File: src/rtl/tdg_pkg.sv
package tdg_pkg;

  // counter width able to hold the value lim
  function automatic int unsigned tdg_cnt_w(input int unsigned lim);
    return (lim < 2) ? 1 : $clog2(lim + 1);
  endfunction

  // synchronized view of the asynchronous control pins
  typedef struct packed {
    logic txd;
    logic hot;
  } tdg_pins_t;

endpackage

File: src/rtl/tdg_sync.sv
module tdg_sync #(
  parameter int unsigned STAGES  = 2,
  parameter logic        RST_VAL = 1'b0
) (
  input  logic clk,
  input  logic rst_n,
  input  logic d,
  output logic q
);

  generate
    if (STAGES <= 1) begin : g_one
      logic r;
      always_ff @(posedge clk or negedge rst_n) begin
        if (!rst_n) r <= RST_VAL;
        else        r <= d;
      end
      assign q = r;
    end else begin : g_chain
      logic [STAGES-1:0] chain;
      always_ff @(posedge clk or negedge rst_n) begin
        if (!rst_n) chain <= {STAGES{RST_VAL}};
        else        chain <= {chain[STAGES-2:0], d};
      end
      assign q = chain[STAGES-1];
    end
  endgenerate

endmodule

File: src/rtl/tdg_edge.sv
module tdg_edge #(
  parameter logic IDLE = 1'b1
) (
  input  logic clk,
  input  logic rst_n,
  input  logic sig,
  output logic rise,
  output logic fall
);

  logic prev;

  always_ff @(posedge clk or negedge rst_n) begin
    if (!rst_n) prev <= IDLE;
    else        prev <= sig;
  end

  assign rise = sig & ~prev;
  assign fall = ~sig & prev;

  // an edge is a single-cycle event
  a_r5_edge_pulse: assert property (@(posedge clk) disable iff (!rst_n)
    rise |=> !rise);

endmodule

File: src/rtl/tdg_dom_timer.sv
module tdg_dom_timer #(
  parameter int unsigned TMO_CYC = 81250
) (
  input  logic clk,
  input  logic rst_n,
  input  logic txd_s,
  input  logic fall,
  input  logic rise,
  output logic tmo_flag
);
  import tdg_pkg::*;

  localparam int unsigned CW = tdg_cnt_w(TMO_CYC);
  localparam logic [CW-1:0] LIM  = CW'(TMO_CYC);
  localparam logic [CW-1:0] LAST = CW'(TMO_CYC - 1);
  localparam logic [CW-1:0] ONE  = CW'(1);

  logic [CW-1:0] cnt;

  // low-run counter: started by a falling edge, cleared while high, saturating
  always_ff @(posedge clk or negedge rst_n) begin
    if (!rst_n)          cnt <= '0;
    else if (fall)       cnt <= ONE;
    else if (txd_s)      cnt <= '0;
    else if (cnt != LIM) cnt <= cnt + ONE;
  end

  always_ff @(posedge clk or negedge rst_n) begin
    if (!rst_n)                     tmo_flag <= 1'b0;
    else if (rise)                  tmo_flag <= 1'b0;
    else if (!txd_s && cnt == LAST) tmo_flag <= 1'b1;
  end

  a_r6_cnt_bounded: assert property (@(posedge clk) disable iff (!rst_n)
    cnt <= LIM);
  a_r3_set_at_limit: assert property (@(posedge clk) disable iff (!rst_n)
    $rose(tmo_flag) |-> cnt == LIM);
  a_r4_restart: assert property (@(posedge clk) disable iff (!rst_n)
    fall |=> cnt == ONE);
  a_r5_hold_low: assert property (@(posedge clk) disable iff (!rst_n)
    tmo_flag && !txd_s |=> tmo_flag);
  a_r5_clear_rise: assert property (@(posedge clk) disable iff (!rst_n)
    rise |=> !tmo_flag);

endmodule

File: src/rtl/tdg_therm_latch.sv
module tdg_therm_latch (
  input  logic clk,
  input  logic rst_n,
  input  logic hot_s,
  input  logic rise,
  output logic therm_flag
);

  // set has priority over the release edge
  always_ff @(posedge clk or negedge rst_n) begin
    if (!rst_n)     therm_flag <= 1'b0;
    else if (hot_s) therm_flag <= 1'b1;
    else if (rise)  therm_flag <= 1'b0;
  end

  a_r7_set: assert property (@(posedge clk) disable iff (!rst_n)
    hot_s |=> therm_flag);
  a_r8_hold: assert property (@(posedge clk) disable iff (!rst_n)
    therm_flag && !rise |=> therm_flag);
  a_r8_release: assert property (@(posedge clk) disable iff (!rst_n)
    rise && !hot_s |=> !therm_flag);

endmodule

File: src/rtl/tx_dom_guard.sv
module tx_dom_guard #(
  parameter int unsigned TMO_CYC     = 81250,
  parameter int unsigned SYNC_STAGES = 2
) (
  input  logic clk,
  input  logic rst_n,
  input  logic txd_in,
  input  logic txd_open,
  input  logic over_temp,
  input  logic standby,
  input  logic pwr_ok,
  output logic drv_en,
  output logic drv_dom,
  output logic tmo_fault,
  output logic therm_fault
);
  import tdg_pkg::*;

  tdg_pins_t pins;
  logic      txd_raw;
  logic      tx_rise;
  logic      tx_fall;

  // an open input reads as recessive
  assign txd_raw = txd_in | txd_open;

  tdg_sync #(.STAGES(SYNC_STAGES), .RST_VAL(1'b1)) u_sync_tx (
    .clk(clk), .rst_n(rst_n), .d(txd_raw), .q(pins.txd));

  tdg_sync #(.STAGES(SYNC_STAGES), .RST_VAL(1'b0)) u_sync_hot (
    .clk(clk), .rst_n(rst_n), .d(over_temp), .q(pins.hot));

  tdg_edge #(.IDLE(1'b1)) u_edge (
    .clk(clk), .rst_n(rst_n), .sig(pins.txd), .rise(tx_rise), .fall(tx_fall));

  tdg_dom_timer #(.TMO_CYC(TMO_CYC)) u_timer (
    .clk(clk), .rst_n(rst_n), .txd_s(pins.txd), .fall(tx_fall),
    .rise(tx_rise), .tmo_flag(tmo_fault));

  tdg_therm_latch u_therm (
    .clk(clk), .rst_n(rst_n), .hot_s(pins.hot), .rise(tx_rise),
    .therm_flag(therm_fault));

  assign drv_en  = pwr_ok & ~standby & ~tmo_fault & ~therm_fault;
  assign drv_dom = drv_en & ~pins.txd;

  a_r3_timeout_quiet: assert property (@(posedge clk) disable iff (!rst_n)
    tmo_fault |-> !drv_dom);
  a_r7_hot_quiet: assert property (@(posedge clk) disable iff (!rst_n)
    therm_fault |-> !drv_dom);
  a_r1_dom_low_only: assert property (@(posedge clk) disable iff (!rst_n)
    drv_dom |-> !tx_rise);

endmodule

File: config.mk
export PLATFORM = sky130hd
export DESIGN_NAME = tx_dom_guard
export DESIGN_NICKNAME = d
export VERILOG_FILES = /design/src/rtl/tdg_pkg.sv /design/src/rtl/tdg_sync.sv /design/src/rtl/tdg_edge.sv /design/src/rtl/tdg_dom_timer.sv /design/src/rtl/tdg_therm_latch.sv /design/src/rtl/tx_dom_guard.sv
export SDC_FILE = /design/constraint.sdc
export NUM_CORES = 1
export LEC_CHECK = 0
export ABC_AREA = 1
export BUFFER_PORTS_ARGS = -buffer_cell sky130_fd_sc_hd__buf_2
export CAP_MARGIN = 20
export CORE_ASPECT_RATIO = 2
export CORE_MARGIN = 4
export CORE_UTILIZATION = 50
export DETAILED_ROUTE_END_ITERATION = 8
export PLACE_DENSITY = 0.75
export SLEW_MARGIN = 20
export SYNTH_ARGS = -nofsm -noshare
export SYNTH_HDL_FRONTEND = slang
export SYNTH_SLANG_ARGS = --single-unit
File: constraint.sdc
create_clock -name clk -period 2.1 [get_ports clk]
set_clock_uncertainty 0.2 [all_clocks]
set_input_delay 0.42 -clock clk [delete_from_list [all_inputs] [get_ports clk]]
set_output_delay 0.42 -clock clk [all_outputs]
set_load 0.05 [all_outputs]
== Yosys cells after proc, flatten, opt, wreduce, memory -nomap -nowiden ==
Cells that the tools add are included.
W data, S select, Z words.

* Logic and storage cells: 33
* Output and inout port bits: 4
* Register bits after elaboration: 24

* $add $sub $neg: 1
* Reductions and logical operators: 5
* Eq/ne operators: 2
* Bitwise gates (word level): 12
* Mux-type cells: 7

{| class="wikitable"
|+ Operators by type and width
! operator !! count
|-
| $mux W17 || 3
|-
| $add A17 B1 Y17 const B || 1
|-
| $eq A17 B17 Y1 const B || 1
|-
| $ne A17 B17 Y1 const B || 1
|-
| $and A1 B1 Y1 || 6
|-
| $not A1 Y1 || 5
|-
| $mux W1 || 4
|-
| $reduce_bool A2 Y1 || 2
|-
| $reduce_bool A3 Y1 || 1
|-
| $logic_and A1 B1 Y1 || 1
|-
| $logic_not A1 Y1 || 1
|-
| $or A1 B1 Y1 || 1
|}

== Logic depth before layout (Yosys ltp) ==
* Depth after elaboration: 5
* Depth in mapped cells: 9
* Gate-level depth less buffers: 9

== Modules after synthesis ==
A second synthesis with hierarchy kept.

* Cells, all modules: 172
* Area, all modules: 1301.2 µm²

{| class="wikitable"
|+ By module, submodules not included
! module !! times used !! cells each !! area an instance (µm²)
|-
| tdg_dom_timer || 1 || 151 || 1083.5
|-
| tdg_sync at u_sync_tx || 1 || 2 || 52.6
|-
| tdg_sync at u_sync_hot || 1 || 2 || 50.0
|-
| tdg_edge || 1 || 5 || 41.3
|-
| tdg_therm_latch || 1 || 5 || 40.0
|-
| tx_dom_guard || 1 || 7 || 33.8
|}

== Worst setup path before layout ==
OpenSTA, ideal clock, no wires.

* Kind: register to output
* Start point: register u_timer.tmo_flag
* End point: output port drv_dom
* Stages on the path, launching flop included: 2
* Data arrival time: 2.169 ns
* Slack: -0.689 ns
* Cell sequence: dfrtp_1 > nor4_1

* Longest elaborated chain between the ends: 4

{| class="wikitable"
|+ RTL lines
! what !! line !! RTL
|-
| start: declaration || tdg_dom_timer.sv:9 || <nowiki>output logic tmo_flag</nowiki>
|-
| start signal: assignment || tdg_dom_timer.sv:29 || <nowiki>if (!rst_n) tmo_flag <= 1'b0;</nowiki>
|-
| start signal: assignment || tdg_dom_timer.sv:30 || <nowiki>else if (rise) tmo_flag <= 1'b0;</nowiki>
|-
| start signal: assignment || tdg_dom_timer.sv:31 || <nowiki>else if (!txd_s && cnt == LAST) tmo_flag <= 1'b1;</nowiki>
|-
| $not A1 Y1 || tx_dom_guard.sv:44 || <nowiki>assign drv_en = pwr_ok & ~standby & ~tmo_fault & ~therm_fault;</nowiki>
|-
| $and A1 B1 Y1 (2 in series) || tx_dom_guard.sv:44 ||
|-
| $and A1 B1 Y1 || tx_dom_guard.sv:45 || <nowiki>assign drv_dom = drv_en & ~pins.txd;</nowiki>
|-
| end: declaration || tx_dom_guard.sv:13 || <nowiki>output logic drv_dom,</nowiki>
|}

Every way passes these cells.

== Final worst setup path ==
* Start point: register u_sync_tx.g_chain.chain[1]
* End point: output port drv_dom

* Longest elaborated chain between the ends: 2

{| class="wikitable"
|+ RTL lines
! what !! line !! RTL
|-
| start: declaration || tdg_sync.sv:20 || <nowiki>logic [STAGES-1:0] chain;</nowiki>
|-
| start signal: assignment || tdg_sync.sv:22 || <nowiki>if (!rst_n) chain <= {STAGES{RST_VAL}};</nowiki>
|-
| start signal: assignment || tdg_sync.sv:23 || <nowiki>else chain <= {chain[STAGES-2:0], d};</nowiki>
|-
| $not A1 Y1 || tx_dom_guard.sv:45 ||
|-
| $and A1 B1 Y1 || tx_dom_guard.sv:45 ||
|}

Every way passes these cells.

==> metrics.md <==
| Metric | Value |
|---|---|
| Die W | ~45 µm |
| Via-to-Cell Ratio | 5.51 |
| Core area | ~2600 µm² |
| RSZ-0062 raised after global routing | false |
| RePlAce Congestion | 0.871 |
| Max-cap violations | 0 |
| Register Area | just over 600 µm² |
| R2r worst-path depth | 7 |
| Cell count after synthesis | 174 |
| Max VDD drop | 0.382 mV |
| R2R Path End | u_timer.cnt[14] |
| Global route overflow | 0 |
| Multi-input logic area | approximately 650 µm² |
| Remaining antenna violation count | 0 |
| Ranking of synthesized cells by area | dfrtp_1 39%, nand2_1 11%, nor2_1 9.3%, dfstp_2 5.9%, inv_1 5.6% |
| Worst-Skew Late Latency | 0.27 ns |
| Final HPWL DP | about 2.2 mm |
| Mapped cell area | 1340 µm² |
| Flop2flop setup slack | roughly 0.49 ns |
| Die area | ~3600 µm² |
| P per Cell Area | around 530 nW/µm² |
| Yosys top cell area share | 39.3% |
| HP Class | in -> reg |
| Largest net degree at the start of global routing | 25 |
| Initial antenna violation count | 0 |
| LEAKAGE | around 0.65 nW |
| Initial Util | between 50 and 60% |
| Via total after detailed routing | about 1200 |
| Yosys warnings | 0 |
| Crit path DAT | approximately 1.3 ns |
| Area grow syn2layout | 11.5% |
| Filler cells | approximately 250 |
| Fin crit share | ~89% |
| Maximum clock frequency | 536 MHz |
| GRT Util Overall | around 18% |
| Worst-path clk slew | roughly 0.080 ns |
| Yosys top cell by area | dfrtp_1 |
| Crit path launch type | flip-flop |
| Crit. End Element | primary output |
| CP required | approximately 1.5 ns |
| CP Class | reg -> out |
| Final number of setup-violating endpoints | 0 |
| Worst setup startpoint | u_sync_tx.g_chain.chain[1] |
| Clock root cell | clkbuf_8 |
| Least-Margin Pin Slew | 0.529 ns |
| Asr flop ratio synth | 100% |
| Synth Area per Inst | roughly 7.7 µm² |
| CTS H-tree lvls | 1 |
| Period minus WS final | ~1.9 ns |
| Flops & latches, synth | 24 |
| Post-route insts no fill | roughly 220 |
| Vias in the first global route | roughly 1200 |
| Sequential area share after synthesis | 45.2% |
| DRC violations left | 0 |
| FP Rows | 26 |
| Pwr Total | around 800 µW |
| Final #Nets | 200 |
| Placed instance count | between 200 and 250 |
| Worst Path Max Fanout | 7 |
| Die height | 81.1 µm |
| I/O pins | 11 |
| DRT iter0 DRCs | 30 |
| Final Slew Violations | 0 |
| Routed length per instance | between 10 and 15 µm |
| Antenna diodes | 0 |
| CTS tree | done |
| Clk buf depth | 2 |
| Post-synth cell types | 28 |
| Main synth FF type | dfrtp_1 |
| Num CTS Buffers | 3 |
| RR Startpoint | u_timer.cnt[0] |
| WL final | around 2.9 mm |
| Post-CTS setup buffers | 0 |
| Slew HR | roughly two thirds |
| Layout cells sized above 1 | a little under a fifth |
| Clk sinks | 24 |
| First-pass GRT wire length | roughly 5 mm |
| Port bufs | 10 |
| Finished Core Util | around 58% |
| DRT Pass-1 Iters | 4 |
| Status | finished clean |
| Final hold viol count | 0 |
| Critical Path Sink | drv_dom |
| Post-synth EDFFs | 0 |
| Mapped Nets | approximately 180 |
==> synthesized netlist by cell type (3+ instances only) <==
master	instances
a21oi_1	8
dfrtp_1	21
dfstp_2	3
ha_1	3
inv_1	20
inv_2	3
nand2_1	39
nand3_1	5
nand4_1	9
nor2_1	33
nor2_4	3
o21ai_0	7
==> cell type report <==
cell class | instances | share of cell area, %
clock buffers | 4 | 3.02
inverters | 23 | 5.79
multi-input cells | 126 | 43.7
flip-flops and latches | 24 | 40.6
well taps | 28 | 2.35
repair buffers | 12 | 4.53
==> critical path, cell delays in order (launching register included) <==
cell and delay, ns:
dfstp_2 0.41, nor4_2 0.27, buf_2 0.30
==> state kept, by name, indices dropped and copies added (netlist names) <==
| signal | flops |
|---|---|
| u_sync_hot.g_chain.chain | 2 |
| u_sync_tx.g_chain.chain | 2 |
| u_timer.tmo_flag | 1 |
| u_edge.prev | 1 |
| u_therm.therm_flag | 1 |
| u_timer.cnt | 17 |
==> power by group <==
part / total, mW / switching [mW] / leakage [nW] / internal, mW
sequential: 0.479 / 0.00728 / 0.315 / 0.472
combinational: 0.0409 / 0.0286 / 0.317 / 0.0123
clock: 0.276 / 0.140 / 0.0228 / 0.135
==> layer usage <==
layer / track usage, % / vias up / part of all wire [%]
met1: 18.1 / 582 / 37
met3: 2.00 / 6 / 2.7
li1: - / 579 / -
met5: 0 / - / 0
met2: 34.3 / 28 / 58
met4: 8.46 / 0 / 2.2
==> cells by family after synthesis <==
kind of cell | count (synthesis) | share of synthesized area (%)
AO/OA/AOI/OAI | 17 | 6.46
XOR/XNOR | 2 | 1.31
adder cells (fa/ha/maj) | 3 | 2.81
buffers and inverters | 24 | 6.83
flip-flops | 24 | 45.2
AND/OR/NAND/NOR | 104 | 37.4
==> through the flow <==
stage / worst slack [ns] / TNS (ns) / instance area, µm² / hold WS (ns)
final: 0.233 / 0 / 1490 / 0.0633
after global routing: 0.148 / 0 / 1490 / 0.0589
after floorplan: -0.126 / -0.126 / 1350 / -0.0756
after global placement: 0.442 / 0 / 1440 / 0.136
after detailed placement: 0.411 / 0 / 1440 / 0.140
after CTS: 0.235 / 0 / 1490 / 0.0606
==> what timing repair did <==
action | in CTS | in global routing
hold endpoints to repair | 21 | 0
gates resized for setup | 0 | 0
hold buffers | 1 | 0
==> how the worst min path moves through the flow <==
stage / startpoint / cells after the start / slack, ns / endpoint
after floorplan: rst_n / 0 / -0.08 / u_sync_hot.g_chain.chain[0]
final: over_temp / 1 / 0.06 / u_sync_hot.g_chain.chain[0]
after CTS: over_temp / 1 / 0.06 / u_sync_hot.g_chain.chain[0]
after global routing: over_temp / 1 / 0.06 / u_sync_hot.g_chain.chain[0]
after global placement: u_sync_hot.g_chain.chain[0] / 0 / 0.14 / u_sync_hot.g_chain.chain[1]
after detailed placement: u_sync_hot.g_chain.chain[0] / 0 / 0.14 / u_sync_hot.g_chain.chain[1]
==> placed cells by master (no fill, tap or decap), drive strengths merged, types with 2 or more instances in the layout <==
master,netlist,final
nor2,38,38
a21oi,8,8
buf,1,11
or2,2,2
dfrtp,21,21
nand4,9,9
inv,23,23
clkbuf,0,4
nor3,4,4
o21ai,8,8
nand3,6,6
dfstp,3,3
nand2,42,42
ha,3,3
No activity file was read; power rests on OpenSTA's default activity.
